## config.mk

```make
export PLATFORM = sky130hd
export DESIGN_NAME = arb4_top
export DESIGN_NICKNAME = d
export VERILOG_FILES = /design/src/rtl/arb4_pkg.sv /design/src/rtl/arb4_cfg.sv /design/src/rtl/arb4_pick.sv /design/src/rtl/arb4_top.sv
export SDC_FILE = /design/constraint.sdc
export NUM_CORES = 1
export LEC_CHECK = 0
export ABC_CLOCK_PERIOD_IN_PS = 6600
export BUFFER_PORTS_ARGS = -buffer_cell sky130_fd_sc_hd__buf_2
export CAP_MARGIN = 20
export CELL_PAD_IN_SITES_DETAIL_PLACEMENT = 2
export CELL_PAD_IN_SITES_GLOBAL_PLACEMENT = 2
export CORE_UTILIZATION = 37
export CTS_CLUSTER_SIZE = 14
export DETAILED_ROUTE_END_ITERATION = 7
export GPL_TIMING_DRIVEN = 0
export HOLD_SLACK_MARGIN = 0.15
export MAX_ROUTING_LAYER = met4
export PLACE_DENSITY_LB_ADDON = 0.08
export SLEW_MARGIN = 30
export SYNTH_ARGS = -nofsm -noshare
export SYNTH_HDL_FRONTEND = slang
export SYNTH_SLANG_ARGS = --single-unit
export TNS_END_PERCENT = 5
```

## constraint.sdc

```tcl
create_clock -name clk -period 6.6 [get_ports clk]
set_input_delay 0.99 -clock clk [delete_from_list [all_inputs] [get_ports clk]]
set_output_delay 0.99 -clock clk [all_outputs]
set_load 0.05 [all_outputs]
```

## src/rtl/arb4_pkg.sv

```systemverilog
package arb4_pkg;

    parameter int unsigned ARB_N     = 4;
    parameter int unsigned ARB_PRI_W = 2;
    localparam int unsigned ARB_IDX_W = $clog2(ARB_N);
    localparam int unsigned ARB_CFG_W = ARB_N * ARB_PRI_W + 1;

    typedef enum logic {
        MODE_RR    = 1'b0,
        MODE_FIXED = 1'b1
    } arb_mode_e;

    // mode in the top bit, priority of index i in bits [2i+1:2i]
    typedef struct packed {
        arb_mode_e                             mode;
        logic [ARB_N-1:0][ARB_PRI_W-1:0]       pri;
    } arb_cfg_t;

endpackage

```

## src/rtl/arb4_cfg.sv

```systemverilog
module arb4_cfg
    import arb4_pkg::*;
(
    input  logic     clk,
    input  logic     rst_n,
    input  logic     arb_en,
    input  logic     cfg_we,
    input  arb_cfg_t cfg_wdata,
    output arb_cfg_t cfg_o
);

    typedef struct packed {
        arb_cfg_t cfg;
    } cfg_state_t;

    cfg_state_t s_d, s_q;

    always_comb begin
        s_d = s_q;
        if (cfg_we && !arb_en) begin
            s_d.cfg = cfg_wdata;
        end
    end

    always_ff @(posedge clk or negedge rst_n) begin
        if (!rst_n) begin
            s_q <= '0;
        end else begin
            s_q <= s_d;
        end
    end

    assign cfg_o = s_q.cfg;

    AST_CFG_LOCKED: assert property (@(posedge clk) disable iff (!rst_n)
        arb_en |=> $stable(s_q.cfg));

endmodule

```

## src/rtl/arb4_pick.sv

```systemverilog
module arb4_pick
    import arb4_pkg::*;
(
    input  logic [ARB_N-1:0]     req,
    input  arb_cfg_t             cfg,
    input  logic [ARB_IDX_W-1:0] last_idx,
    output logic [ARB_N-1:0]     pick_oh,
    output logic [ARB_IDX_W-1:0] pick_idx
);

    logic [ARB_N-1:0]     rr_oh;
    logic [ARB_IDX_W-1:0] rr_idx;
    logic                 rr_found;

    logic [ARB_N-1:0]     fx_oh;
    logic [ARB_IDX_W-1:0] fx_idx;
    logic [ARB_PRI_W-1:0] fx_best;
    logic                 fx_found;

    // rotating search starting after the last granted slot
    always_comb begin
        logic [ARB_IDX_W-1:0] probe;
        rr_oh    = '0;
        rr_idx   = '0;
        rr_found = 1'b0;
        for (int k = 1; k <= ARB_N; k++) begin
            probe = ARB_IDX_W'((int'(last_idx) + k) % ARB_N);
            if (!rr_found && req[probe]) begin
                rr_found      = 1'b1;
                rr_idx        = probe;
                rr_oh[probe]  = 1'b1;
            end
        end
    end

    // smallest priority value wins; strict compare keeps the lower index on ties
    always_comb begin
        fx_oh    = '0;
        fx_idx   = '0;
        fx_best  = '1;
        fx_found = 1'b0;
        for (int i = 0; i < ARB_N; i++) begin
            if (req[i] && (!fx_found || cfg.pri[i] < fx_best)) begin
                fx_found = 1'b1;
                fx_best  = cfg.pri[i];
                fx_idx   = ARB_IDX_W'(i);
            end
        end
        if (fx_found) begin
            fx_oh[fx_idx] = 1'b1;
        end
    end

    always_comb begin
        if (cfg.mode == MODE_FIXED) begin
            pick_oh  = fx_oh;
            pick_idx = fx_idx;
        end else begin
            pick_oh  = rr_oh;
            pick_idx = rr_idx;
        end
    end

endmodule

```

## src/rtl/arb4_top.sv

```systemverilog
module arb4_top
    import arb4_pkg::*;
(
    input  logic                 clk,
    input  logic                 rst_n,
    input  logic                 arb_en,
    input  logic [ARB_N-1:0]     req,
    input  logic                 bus_done,
    input  logic                 cfg_we,
    input  logic [ARB_CFG_W-1:0] cfg_wdata,
    output logic [ARB_N-1:0]     gnt
);

    typedef struct packed {
        logic [ARB_N-1:0]     gnt;
        logic [ARB_IDX_W-1:0] last;
    } arb_state_t;

    arb_state_t           s_d, s_q;
    arb_cfg_t             cfg;
    logic [ARB_N-1:0]     pick_oh;
    logic [ARB_IDX_W-1:0] pick_idx;

    arb4_cfg u_cfg (
        .clk       (clk),
        .rst_n     (rst_n),
        .arb_en    (arb_en),
        .cfg_we    (cfg_we),
        .cfg_wdata (arb_cfg_t'(cfg_wdata)),
        .cfg_o     (cfg)
    );

    arb4_pick u_pick (
        .req      (req),
        .cfg      (cfg),
        .last_idx (s_q.last),
        .pick_oh  (pick_oh),
        .pick_idx (pick_idx)
    );

    always_comb begin
        s_d = s_q;
        if (!arb_en) begin
            s_d.gnt = '0;
        end else if (s_q.gnt != '0) begin
            if (bus_done) begin
                s_d.gnt = '0;
            end
        end else if (pick_oh != '0) begin
            s_d.gnt  = pick_oh;
            s_d.last = pick_idx;
        end
    end

    always_ff @(posedge clk or negedge rst_n) begin
        if (!rst_n) begin
            s_q.gnt  <= '0;
            s_q.last <= ARB_IDX_W'(ARB_N - 1);
        end else begin
            s_q <= s_d;
        end
    end

    assign gnt = s_q.gnt;

    AST_GNT_ONEHOT: assert property (@(posedge clk) disable iff (!rst_n)
        $onehot0(gnt));
    AST_GNT_TO_REQ: assert property (@(posedge clk) disable iff (!rst_n)
        (gnt == '0) |=> (gnt == '0 || (gnt & $past(req)) != '0));
    AST_NO_GNT_DISABLED: assert property (@(posedge clk) disable iff (!rst_n)
        !arb_en |=> (gnt == '0));
    AST_GNT_HOLD: assert property (@(posedge clk) disable iff (!rst_n)
        (arb_en && gnt != '0 && !bus_done) |=> (gnt == $past(gnt)));
    AST_GNT_GAP: assert property (@(posedge clk) disable iff (!rst_n)
        (gnt != '0 && bus_done) |=> (gnt == '0));

endmodule

```

==> metrics.yaml, run 1 <==
detailed_routing:
  dr.pass1.iters: 4
  ant_nets: 0
  vias: 1337
  drcViolationCount: 0
  via_per_inst: 5.74
  post_drt_wl_per_cell_um: 17.8
  routed_wl_um: 4150
  drt_iter0_drc: 41
clock_network:
  clkTransAtPathRegs_ns: 0.07
  cts_resized: 0
  cts_tree: "built"
  clock_sinks: 15
  cts_hold_buf: 0
  htree_levels: 1
  clkLatencyLatePin_ns: 0.26
  numCtsBuffers: 3
  root_buffer: "clkbuf_8"
  post_cts_buffers: 0
  cts.path.max_buffers: 2
floorplanning:
  core-area_um2: 3720
  row_count: 22
  die_area_um2: 4170
  ios: 22
  die_y_um: 64.6
  fp.dieW_um: 64.6
  initial_core_util: 0.390
setup_path:
  start_kind: "input pin"
  end_kind: "flip-flop"
  r2r_start: "u_cfg.cfg_o[1]$_DFFE_PN0P_"
  crit_type: "input pin to flip-flop"
  cp_max_fo: 10
  worstSetupStartpoint: "req[1]"
  cp_data_arrival_time_ns: 4.53
  cp.required_ns: 6.79
  r2r.worst_path.cells: 13
global_route:
  grt.busiest_layer: "met2"
  grt_overflow_total: 0
  antenna_found_initial: 0
  grt_start_max_net_pins: 16
  grt_usage: 0.229
  met2_usage: 0.405
  grt_pass1_vias: 1451
  global_route.usage.met3: 0.0370
  use_met1: 0.276
  grt_pass1_wl_um: 7040
run_status:
  outcome: "finished, final reports clean"
synthesis:
  yosysTopAreaCell: "dfrtp_1"
  synth.top_cells.by_count: "nand2_1 (16), o21ai_0 (14), dfrtp_1 (13)"
  ys_types: 54
  syn_area_per_cell_um2: 9.06
  synth_edf_count: 0
  syn_area_um2: 1450
  ys.flop_type: "dfrtp_1"
  postSynthCellCount: 160
  synth_area_leaders: "dfrtp_1 (22%), ha_1 (6.9%), mux2_2 (6.2%)"
  yosysMostFrequentCell: "nand2_1"
  synth_seq_area_share: 0.261
  ys_warn_count: 0
  synth-seq-cells: 15
  synth.net_count: 186
  ys_async_sr_fraction: 1.00
  synth_top_area_share: 0.224
sta:
  hold_viol: 0
  rsz0062_at_grt: "no"
  finalSetupViolations: 0
  finalMaxSlewViolations: 0
  skew_ns: 0.0124
  period_needed_ns: 4.34
  worst_pin_slew_ns: 0.602
  max_freq_mhz: 231
  fin_setup_tns_ns: 0
  max_slew_margin: 0.599
  whs_ns: 0.526
  min_period_over_period: 0.657
pwr:
  irDropWorstVdd_mv: 0.179
  pwr_density_cell_nw_per_um2: 404
  leakage_nw: 0.748
run:
  drv_cap: 0
placed_design:
  io_buffers: 21
  post-dp-hpwl_um: 3290
  gp_congestion: 0.787
finish:
  area_growth_pct: 14.6
  nets: 212
  num_antenna_cells: 0
  drive_gt1_frac: 0.303
hold_path:
  holdPathStages: 1
  hold_path_class: "flip-flop to flip-flop"
  min_from: "u_cfg.cfg_o[7]$_DFFE_PN0P_"
critical path: stages:
cell and delay (ns):
buf_2 0.12, buf_2 0.22, inv_1 0.09, o21ai_0 0.23
ha_1 0.26, o22ai_1 0.10, a32oi_1 0.49, mux2_2 0.41
ha_1 0.34, nand2b_1 0.07, o32a_1 0.39, a21oi_1 0.25
o21bai_2 0.14, o211a_1 0.22, o22a_1 0.19
placed cells by master (no fill, tap or decap), types with 2 or more instances in the layout:
| master | netlist | final |
|---|---|---|
| buf_2 | 4 | 25 |
| nand2_1 | 16 | 16 |
| o21ai_0 | 14 | 14 |
| dfrtp_1 | 13 | 13 |
| inv_1 | 9 | 9 |
| mux2_2 | 8 | 8 |
| ha_1 | 8 | 8 |
| nor2b_1 | 7 | 7 |
| nor2_1 | 7 | 7 |
| a22o_1 | 5 | 5 |
| buf_4 | 5 | 5 |
| nand2b_1 | 3 | 3 |
| mux4_2 | 3 | 3 |
| and2_1 | 3 | 3 |
| clkbuf_8 | 0 | 3 |
| buf_6 | 2 | 2 |
| nand4b_1 | 2 | 2 |
| o22ai_1 | 2 | 2 |
| a32oi_1 | 2 | 2 |
| or3_1 | 2 | 2 |
| nand3_1 | 2 | 2 |
| nor3b_1 | 2 | 2 |
| a41o_1 | 2 | 2 |
| nor4b_1 | 2 | 2 |
| a21oi_1 | 2 | 2 |
| a21o_1 | 2 | 2 |
| a31oi_1 | 2 | 2 |
| a22oi_1 | 2 | 2 |
| mux2i_1 | 2 | 2 |
| dfstp_2 | 2 | 2 |
layer usage:
metal  vias up  share of wire
met3         5          0.026
met1       672           0.44
li1        639              -
met5         -              0
met2        21           0.52
met4         0         0.0077
cell families (layout without fill, tap and decap cells):
kind of cell    Yosys count  count (layout)  share of synthesized area
buf+inv                  22              47                     0.0837
simple gates             57              57                      0.230
flops                    15              15                      0.261
mux                      13              13                      0.123
compound gates           45              45                      0.234
fa+ha+maj                 8               8                     0.0690
metrics by stage:
stage	power [mW]	instances	setup slack [ns]	utilization	cell area, um2
after global routing	0.728	233	1.97	0.447	1660
after floorplan	0.494	160	2.81	-	1450
final	0.672	233	2.26	0.447	1660
after global placement	0.577	229	2.16	0.435	1620
after detailed placement	0.598	229	2.00	0.435	1620
after CTS	0.678	233	2.25	0.447	1660
cell type report:
class	count	area, um2
Tap cell	48	60.1
Sequential cell	15	378
Fill cell	442	2050
Clock inverter	1	5.00
Buffer	13	87.6
Multi-Input combinational cell	123	951
Timing Repair Buffer	21	105
Clock buffer	3	41.3
Inverter	9	33.8
path summary, 6_finish.rpt:
| kind | end | slack (ns) |
|---|---|---|
| min | u_cfg.cfg_o[7]$_DFFE_PN0P_ | 0.53 |
| max | flip-flop | 2.26 |
| max in group asynchronous | async pin | 5.66 |
| min in group asynchronous | u_cfg.cfg_o[8]$_DFFE_PN0P_ | 0.63 |
| min reg2reg | u_cfg.cfg_o[7]$_DFFE_PN0P_ | 0.53 |
| max reg2reg | flip-flop | 2.95 |
power by group:
part | switching (mW) | internal [mW] | leakage [nW]
sequential | 0.0271 | 0.122 | 0.182
clock | 0.0359 | 0.0419 | 0.0255
combinational | 0.254 | 0.191 | 0.540
total | 0.317 | 0.355 | 0.748
(Power assumes the default switching activity.)
==> inputs of run 2 (changes only) <==
Settings changed: ABC_AREA set to 1, ABC_CLOCK_PERIOD_IN_PS 6600 to 3630, CORE_UTILIZATION 37 to 28.
Clock period 6.6 ns to 3.63 ns, I/O delays scaled along.
==> run 2 against run 1 <==
- synthesized cell count increased by 16%
- first-iteration DRC count decreased by 46%
- sequential share of layout area increased by 1.9 points
- final area decreased by 7.7%
- clock-buffer cell count increased by 1
- die area increased by 20%
- core utilization decreased by 10 points
- sequential cell count unchanged
==> metrics.yaml, run 2 <==
run_status:
  outcome: "finished, final reports clean"
placed_design:
  place_area_um2: 1490  # -7.8%
  gp_congestion: 0.733  # -6.9%
  io_buffers: 21  # unchanged
  post-dp-hpwl_um: 3290  # +0.19%
clock_network:
  cts_tree: "built"
  clkTransAtPathRegs_ns: 0.06  # about the same
  root_buffer: "clkbuf_8"
  htree_levels: 1  # unchanged
  clkLatencyLatePin_ns: 0.24  # -0.02 ns
  cts_hold_buf: 0  # unchanged
  post_cts_buffers: 0  # unchanged
  cts_resized: 0  # unchanged
  cts.path.max_buffers: 2  # unchanged
  numCtsBuffers: 3  # unchanged
  clock_sinks: 15  # unchanged
pwr:
  pwr_density_cell_nw_per_um2: 738  # +83%
  irDropWorstVdd_mv: 0.184  # +2.9%
  finalPower_mw: 1.13  # +69%
  leakage_nw: 0.828  # +11%
synthesis:
  synth.net_count: 212  # +14%
  syn_area_um2: 1320  # -9.1%
  synth_area_leaders: "dfrtp_1 (25%), nand2_1 (14%), ha_1 (7.6%)"
  ys_types: 31  # -43%
  synth-seq-cells: 15  # unchanged
  syn_area_per_cell_um2: 7.09  # -22%
  synth_top_area_share: 0.247  # +0.0223
  ys_async_sr_fraction: 1.00  # unchanged
  yosysTopAreaCell: "dfrtp_1"
  synth_edf_count: 0  # unchanged
  ys.flop_type: "dfrtp_1"
  synth.top_cells.by_count: "nand2_1 (49), inv_1 (24), nand2_2 (14)"
  yosysMostFrequentCell: "nand2_1"
  synth_seq_area_share: 0.287  # +0.0260
  ys_warn_count: 0  # unchanged
  postSynthCellCount: 186  # +16%
finish:
  nets: 238  # +12%
  drive_gt1_frac: 0.289  # -0.0136
  area_growth_pct: 16.3
  num_antenna_cells: 0  # unchanged
  postLayoutCoreUtil: 0.345  # -0.102
  stdcell_area_um2: 1530  # -7.7%
  final_common_cell: "nand2_1"
  mostFrequentLayoutCells: "nand2_1 (49), inv_1 (24), buf_2 (21)"
detailed_routing:
  post_drt_wl_per_cell_um: 14.6  # -18%
  vias: 1307  # -2.2%
  ant_nets: 0  # unchanged
  via_per_inst: 4.97  # -13%
  routed_wl_um: 3840  # -7.6%
  drt_iter0_drc: 22  # -46%
  drcViolationCount: 0  # unchanged
  dr.pass1.iters: 4  # unchanged
floorplanning:
  core-area_um2: 4440  # +20%
  initial_core_util: 0.297  # -0.0935
  die_area_um2: 4990  # +20%
  ios: 22  # unchanged
  die_y_um: 70.6  # +9.3%
  row_count: 24  # +9.1%
  fp.dieW_um: 70.6  # +9.3%
run:
  drv_cap: 0  # unchanged
sta:
  rsz0062_at_grt: "no"
  finalSetupViolations: 0  # unchanged
  whs_ns: 0.196  # -0.330 ns
  fin_setup_tns_ns: 0  # unchanged
  worst_pin_slew_ns: 0.434  # -0.168 ns
  period_needed_ns: 3.05
  min_period_over_period: 0.841
  hold_viol: 0  # unchanged
  max_freq_mhz: 328
  finalMaxSlewViolations: 0  # unchanged
  max_slew_margin: 0.710  # +0.112
  skew_ns: 0.00267  # -0.00976 ns
setup_path:
  cp.required_ns: 3.81  # -2.98 ns
  cp_max_fo: 6  # -4
  end_kind: "flip-flop"
  cp_data_arrival_time_ns: 3.23  # -1.30 ns
  start_kind: "input pin"
  crit_type: "input pin to flip-flop"
  worstSetupStartpoint: "req[0]"
  r2r_start: "u_cfg.cfg_o[3]$_DFFE_PN0P_"
  r2r.worst_path.cells: 24  # +11
  reg2reg_setup_slack_ns: 0.62  # -2.33 ns
global_route:
  grt_pass1_vias: 1524  # +5.0%
  grt_pass1_wl_um: 6710  # -4.7%
  antenna_found_initial: 0  # unchanged
  grt_overflow_total: 0  # unchanged
  grt_usage: 0.175  # -0.0537
  grt_start_max_net_pins: 16  # unchanged
hold_path:
  hold_path_class: "input pin to async pin"
## run 2: through the flow
| step | cells | setup slack, ns |
|---|---|---|
| CTS | 263 | 0.589 |
| global route | 263 | 0.335 |
| detailed placement | 259 | 0.337 |
| floorplan | 186 | 0.951 |
| global placement | 259 | 0.456 |
| finish | 263 | 0.577 |
## run 2: layout make-up
| cell class | count | area, um2 |
|---|---|---|
| repair buffers | 21 | 105 |
| clock buffers | 4 | 45.0 |
| flip-flops and latches | 15 | 378 |
| plain buffers | 7 | 45.0 |
| well taps | 52 | 65.1 |
| inverters | 27 | 101 |
| multi-input cells | 137 | 795 |
| fillers | 568 | 2910 |
## run 2: kinds of logic (layout without fill, tap and decap cells)
family | after synthesis | count (layout) | share of synthesized area
AOI/OAI and AO/OA | 30 | 30 | 0.148
adders and majority gates | 8 | 8 | 0.0759
buffers and inverters | 34 | 59 | 0.111
DFF | 15 | 15 | 0.287
muxes | 3 | 3 | 0.0256
and+or+nand+nor | 96 | 96 | 0.353
## run 2: worst min path at each step
stage	startpoint	end	slack, ns
after global placement	rst_n	gnt[0]$_DFFE_PN0P_	0.47
after floorplan	rst_n	gnt[0]$_DFFE_PN0P_	0.25
after CTS	rst_n	gnt[3]$_DFFE_PN0P_	0.20
final	rst_n	gnt[1]$_DFFE_PN0P_	0.20
after global routing	rst_n	gnt[1]$_DFFE_PN0P_	0.21
after detailed placement	rst_n	gnt[0]$_DFFE_PN0P_	0.47
## run 2: critical path, cell delays in order
cell and delay [ns]:
buf_2 0.13, nand2_1 0.09, nand2_1 0.07, nand2_2 0.09, nand2_2 0.09, o21ai_0 0.28
ha_1 0.30, nand2_1 0.08, nand2_1 0.06, nand2_2 0.08, nand2_4 0.07, nand2_1 0.06
o21ai_0 0.08, ha_1 0.28, nand2_1 0.05, nand2_1 0.06, nand2_2 0.07, nand2_2 0.07
nand4_1 0.10, nand2_1 0.13, nand2_2 0.09, nand2_2 0.11, nand2_2 0.07, nand2_1 0.08
o21ai_2 0.06
## run 2: metal layers
metal,global-route usage,vias to the layer above,routed length [um]
li1,-,649,-
met2,0.352,17,2110
met1,0.177,637,1600
met4,0.0200,0,26
met5,-,-,0
met3,0.0399,4,100
## run 2: report_power, final
part / internal [mW] / switching [mW]
Sequential: 0.218 / 0.0419
Combinational: 0.247 / 0.493
Clock: 0.0776 / 0.0553
